[src/rtl/irq_pkg.sv]
package irq_pkg;
  localparam int IRQ_BITS  = 7;
  localparam int BUS_AW    = 8;
  localparam int BUS_DW    = 32;
  localparam logic [BUS_AW-1:0] OFS_STATUS = 8'h04;
  localparam logic [BUS_AW-1:0] OFS_SET    = 8'h08;
  localparam logic [BUS_AW-1:0] OFS_CLEAR  = 8'h0C;
  localparam logic [BUS_AW-1:0] OFS_VIEW   = 8'h10;

  typedef enum logic [2:0] {
    SEL_NONE, SEL_STATUS, SEL_SET, SEL_CLEAR, SEL_VIEW
  } reg_sel_e;
endpackage

[src/rtl/irq_status_bank.sv]
module irq_status_bank #(
  parameter int NBITS = 7
) (
  input  logic             clk,
  input  logic             rst,
  input  logic [NBITS-1:0] evt,
  input  logic [NBITS-1:0] ack,
  output logic [NBITS-1:0] status
);
  for (genvar i = 0; i < NBITS; i++) begin : g_bit
    logic bit_q;
    always_ff @(posedge clk) begin
      if (rst)          bit_q <= 1'b0;
      else if (evt[i])  bit_q <= 1'b1;
      else if (ack[i])  bit_q <= 1'b0;
    end
    assign status[i] = bit_q;
  end

  // an event always leaves its bit set
  a_r3_event_sets: assert property (@(posedge clk) disable iff (rst)
    (evt != '0) |=> ((status & $past(evt)) == $past(evt)));
  // an acknowledge without an event drops the bit
  a_r4_ack_clears: assert property (@(posedge clk) disable iff (rst)
    ((ack & ~evt) != '0) |=> ((status & $past(ack & ~evt)) == '0));
  // bits never fall without an acknowledge
  a_r3_hold: assert property (@(posedge clk) disable iff (rst)
    (ack == '0) |=> ((status & $past(status)) == $past(status)));
endmodule

[src/rtl/irq_mask_bank.sv]
module irq_mask_bank #(
  parameter int NBITS = 7
) (
  input  logic             clk,
  input  logic             rst,
  input  logic [NBITS-1:0] set_bits,
  input  logic [NBITS-1:0] clr_bits,
  output logic [NBITS-1:0] mask
);
  logic [NBITS-1:0] mask_q;

  always_ff @(posedge clk) begin
    if (rst) mask_q <= '0;
    else     mask_q <= (mask_q | set_bits) & ~clr_bits;
  end
  assign mask = mask_q;


  a_r6_set: assert property (@(posedge clk) disable iff (rst)
    ((set_bits & ~clr_bits) != '0) |=> ((mask & $past(set_bits & ~clr_bits)) == $past(set_bits & ~clr_bits)));

  a_r7_clear: assert property (@(posedge clk) disable iff (rst)
    (clr_bits != '0) |=> ((mask & $past(clr_bits)) == '0));
  // the mask moves only under set or clear
  a_r10_stable: assert property (@(posedge clk) disable iff (rst)
    ((set_bits == '0) && (clr_bits == '0)) |=> $stable(mask));
endmodule

[src/rtl/irq_combine.sv]
module irq_combine #(
  parameter int NBITS = 7
) (
  input  logic             clk,
  input  logic             rst,
  input  logic [NBITS-1:0] status,
  input  logic [NBITS-1:0] mask,
  output logic             irq
);
  logic irq_q;

  always_ff @(posedge clk) begin
    if (rst) irq_q <= 1'b0;
    else     irq_q <= |(status & mask);
  end
  assign irq = irq_q;


  a_r9_irq_rise: assert property (@(posedge clk) disable iff (rst)
    ((status & mask) != '0) |=> irq);
  a_r9_irq_low: assert property (@(posedge clk) disable iff (rst)
    ((status & mask) == '0) |=> !irq);
endmodule

[src/rtl/irq_regs_unit.sv]
module irq_regs_unit
  import irq_pkg::*;
#(
  parameter int NBITS = IRQ_BITS,
  parameter int AW    = BUS_AW,
  parameter int DW    = BUS_DW
) (
  input  logic          clk,
  input  logic          rst,
  input  logic [AW-1:0] bus_addr,
  input  logic          bus_we,
  input  logic [DW-1:0] bus_wdata,
  output logic [DW-1:0] bus_rdata,
  input  logic [NBITS-1:0] evt_in,
  output logic          irq
);
  localparam int PAD = DW - NBITS;

  reg_sel_e         sel;
  logic [NBITS-1:0] wbits;
  logic [NBITS-1:0] ack, set_bits, clr_bits;
  logic [NBITS-1:0] status, mask;
  logic [DW-1:0]    rdata_q, rdata_d;
  logic             unused_wdata_hi;

  assign unused_wdata_hi = ^bus_wdata[DW-1:NBITS];
  assign wbits = bus_wdata[NBITS-1:0];

  always_comb begin
    case (bus_addr)
      AW'(OFS_STATUS): sel = SEL_STATUS;
      AW'(OFS_SET):    sel = SEL_SET;
      AW'(OFS_CLEAR):  sel = SEL_CLEAR;
      AW'(OFS_VIEW):   sel = SEL_VIEW;
      default:         sel = SEL_NONE;
    endcase
  end

  assign ack      = (bus_we && sel == SEL_STATUS) ? wbits : '0;
  assign set_bits = (bus_we && sel == SEL_SET)    ? wbits : '0;
  assign clr_bits = (bus_we && sel == SEL_CLEAR)  ? wbits : '0;

  irq_status_bank #(.NBITS(NBITS)) u_status (
    .clk(clk), .rst(rst), .evt(evt_in), .ack(ack), .status(status));

  irq_mask_bank #(.NBITS(NBITS)) u_mask (
    .clk(clk), .rst(rst), .set_bits(set_bits), .clr_bits(clr_bits), .mask(mask));

  irq_combine #(.NBITS(NBITS)) u_comb (
    .clk(clk), .rst(rst), .status(status), .mask(mask), .irq(irq));

  always_comb begin
    case (sel)
      SEL_STATUS: rdata_d = {{PAD{1'b0}}, status};
      SEL_VIEW:   rdata_d = {{PAD{1'b0}}, mask};
      default:    rdata_d = '0;
    endcase
  end

  always_ff @(posedge clk) begin
    if (rst) rdata_q <= '0;
    else     rdata_q <= rdata_d;
  end
  assign bus_rdata = rdata_q;

  // unimplemented read bits stay zero
  a_r8_upper_zero: assert property (@(posedge clk) disable iff (rst)
    bus_rdata[DW-1:NBITS] == '0);
  // write-only and unmapped reads return zero next cycle
  a_r2_wo_reads_zero: assert property (@(posedge clk) disable iff (rst)
    ((bus_addr != AW'(OFS_STATUS)) && (bus_addr != AW'(OFS_VIEW))) |=> (bus_rdata == '0));
endmodule

[config.mk]
export PLATFORM = sky130hd
export DESIGN_NAME = irq_regs_unit
export DESIGN_NICKNAME = d
export VERILOG_FILES = /design/src/rtl/irq_pkg.sv /design/src/rtl/irq_status_bank.sv /design/src/rtl/irq_mask_bank.sv /design/src/rtl/irq_combine.sv /design/src/rtl/irq_regs_unit.sv
export SDC_FILE = /design/constraint.sdc
export NUM_CORES = 1
export LEC_CHECK = 0
export BUFFER_PORTS_ARGS = -buffer_cell sky130_fd_sc_hd__buf_2
export CORE_MARGIN = 1.5
export CORE_UTILIZATION = 42
export CTS_CLUSTER_SIZE = 12
export DETAILED_ROUTE_END_ITERATION = 10
export PLACE_DENSITY = 0.92
export SETUP_SLACK_MARGIN = 0.2
export SYNTH_ARGS = -nofsm -noshare
export SYNTH_HDL_FRONTEND = slang
export SYNTH_SLANG_ARGS = --single-unit
[constraint.sdc]
create_clock -name clk -period 4.9 [get_ports clk]
set_input_delay 0.98 -clock clk [delete_from_list [all_inputs] [get_ports clk]]
set_output_delay 0.98 -clock clk [all_outputs]
set_load 0.02 [all_outputs]
==> summary.txt <==
Routing
  • DR vias/cell: 4.918
  • Routed via count: 895
  • Routed Antenna Nets: 0
  • Wire length per cell: 11.72 um
  • DR pass1 iterations: 5
  • Drt first-iter violations: 21
  • DRT Wirelength: 2133 um
  • Drt drc: 0

Floorplanning
  • DIE AREA: 0.002922 mm^2
  • Ports: 83
  • Core ar.: 0.002477 mm^2
  • Die span in x: between 50 and 60 um
  • Die height: 54.06 um
  • Starting Density: 44.19%
  • Row count: 18

Worst hold path
  • Min-delay src: u_mask.mask[6]
  • Hold WC Path Type: flip-flop to flip-flop

Synthesis
  • Seq/Total Area, Yosys: 40.23%
  • Area share of the largest cell type after synthesis: ~40%
  • Synth Register Bits: 22
  • Area contributors post-synth: dfxtp_1 40%, buf_4 17%, mux2i_1 6.4%
  • Synth cell count leaders: 25 x buf_4, 22 x dfxtp_1, 14 x nor2_1
  • Netlist cell types: 20
  • Cell count after synthesis: 124
  • Area leader, netlist: dfxtp_1
  • Average size of a mapped cell: 8.829 um^2
  • Async SR Flop Fraction: 0%
  • Post-synth EDFFs: 0
  • YS warnings: 0
  • Top-count cell post-synth: buf_4
  • Top FF cell, synth: dfxtp_1
  • Netlist area before placement: 0.001095 mm^2

Global routing
  • Top Usage Layer GRT: met2
  • Total gr overflow: 0
  • Met1 Use GR: ~17%
  • GRT Total Usage: 16.26%
  • Initial antenna violation count: 0
  • Largest net degree at the start of global routing: 12
  • Met3 usage: 3.611%
  • First-pass GRT wire length: about 3300 um
  • Vias in the first global route: around 750
  • GRT met2 Usage: 27.64%

Finish
  • Fin nets: 204
  • Fillers: 252
  • Final cell count without fillers: 182
  • Area Growth Syn to Fin: 9.028%
  • N_diodes: 0
  • Post-layout util: 48.18%
  • Share of post-route cells with drive strength above 1: between 20% and 30%

Worst setup path
  • Worst r2r src: u_mask.mask[0]
  • R2r setup slk: 3.94 ns
  • Crit Path Category: primary input to flip-flop
  • CP required: 5.04 ns
  • CP Launch Point: bus_addr[7]
  • CP Data Arrival Time: 2.52 ns
  • Worst setup SP type: primary input
  • Worst-path fanout max: 7
  • Worst setup EP type: flip-flop

Power
  • Cell internal pwr: roughly 230 uW
  • VDD IR max: 0.1660 mV
  • Leak: 0.5553 nW
  • Reg power frac: roughly 60%
  • Sw Pwr: 85.37 uW
  • Tot Pwr: 311.0 uW
  • Power Dens Cells: about 260 mW/mm^2
  • Switching share of total power: 27.45%
  • Combinational share of power: ~15%
  • Clock Power Share: between 20 and 30%

Clock network
  • Post-cts sizing count: 0
  • CTS Buffer Depth: 2
  • Max H-tree Level: 1
  • Total CTS buffers: 3
  • Cts hold-fix bufs: 0
  • Clk pin slew, worst setup/hold paths: 0.11 ns
  • Setup repair bufs after CTS: 0
  • CTS sink cnt: 22
  • Root buf cell: clkbuf_4
  • Clk_lat worst skew: approximately 0.30 ns
  • CTS tree: yes

STA
  • Minimum clock period: 2.382 ns
  • Setup violators final: 0
  • Post-route clock period utilization: 48.62%
  • RSZ-0062 raised after global routing: false
  • Fmax achieved: 0.4198 GHz
  • Max Slew Vio Count: 0
  • TNS Setup: 0 ns
  • Worst-Margin Slew: 1.121 ns
  • Fin. Hold Viols: 0
  • Worst slew margin: between 20% and 30%
  • Clk_skew: approximately 0.0047 ns

Placed design
  • Inst Count DP: 179
  • Port bufs: 32
  • Dpl hpwl: approximately 1700 um
  • RD Place Congestion: 0.8535

Status
  • Status: finished, final reports clean

Flow run
  • Max_cap viols: 0
per-layer routing:
metal  vias up  wire length, um
met5         -                0
met4         0               55
met3         4              128
met2        41             1150
met1       410              798
li1        440                -
flip-flops by register name, indices dropped and copies added, names as in the netlist:
| register | flops |
|---|---|
| u_status.g_bit.bit_q | 7 |
| u_mask.mask | 7 |
| u_comb.irq | 1 |
| bus_rdata | 7 |
placed cells by master, fill, tap and decap left out, drive strengths merged:
cell,n
a222oi,1
a22oi,9
a311oi,7
a31oi,1
and2,1
buf,32
clkbuf,3
conb,25
dfxtp,22
inv,1
mux2i,7
nand2,7
nand3,7
nor2,14
nor2b,9
nor3,1
nor4b,2
or2,1
or4,2
worst paths after layout:
path	end	cells past startpoint
max	u_status.g_bit[5].bit_q	4
min	u_mask.mask[6]	2
max reg2reg	u_comb.irq	2
min reg2reg	u_mask.mask[6]	2
critical path, cell delays in order:
cell and delay, ns:
buf_2 0.10, or4_1 0.53, nor3_1 0.69, a311oi_1 0.22
logic make-up (layout without fill, tap and decap cells):
group / Yosys count / after routing / synth area share, %
buf+inv: 32 / 36 / 19.66
simple gates: 44 / 44 / 20.11
mux: 7 / 7 / 6.400
flops: 22 / 22 / 40.23
compound gates: 18 / 18 / 13.26
other cells: 1 / 25 / 0.3425
stage by stage:
stage	instance area (um^2)	hold WS, ns	setup slack, ns
2_1_floorplan	1185	0.4505	2.677
3_3_place_gp	1171	0.4635	2.311
3_5_place_dp	1171	0.4822	2.265
4_1_cts	1194	0.4976	2.585
5_1_grt	1194	0.5316	2.433
6_report	1194	0.4985	2.518
power by group through the flow:
stage	sequential [mW]	clock, mW	combinational, mW
CTS	0.186	0.0790	0.0457
finish	0.186	0.0783	0.0463
global placement	0.190	0	0.0443
detailed placement	0.191	0	0.0455
global route	0.187	0.0883	0.0507
floorplan	0.190	0	0.0468
area by class of cell:
cell class / instances / area [um^2] / share of cell area [%]
sequential: 22 / 440.4 / 36.90
inverter: 1 / 3.754 / 0.3145
tap: 30 / 37.54 / 3.145
multi-input combinational: 94 / 529.3 / 44.34
timing repair buffer: 32 / 160.2 / 13.42
clock buffer: 3 / 22.52 / 1.887
Note: power is estimated with default switching activity, not from simulation.
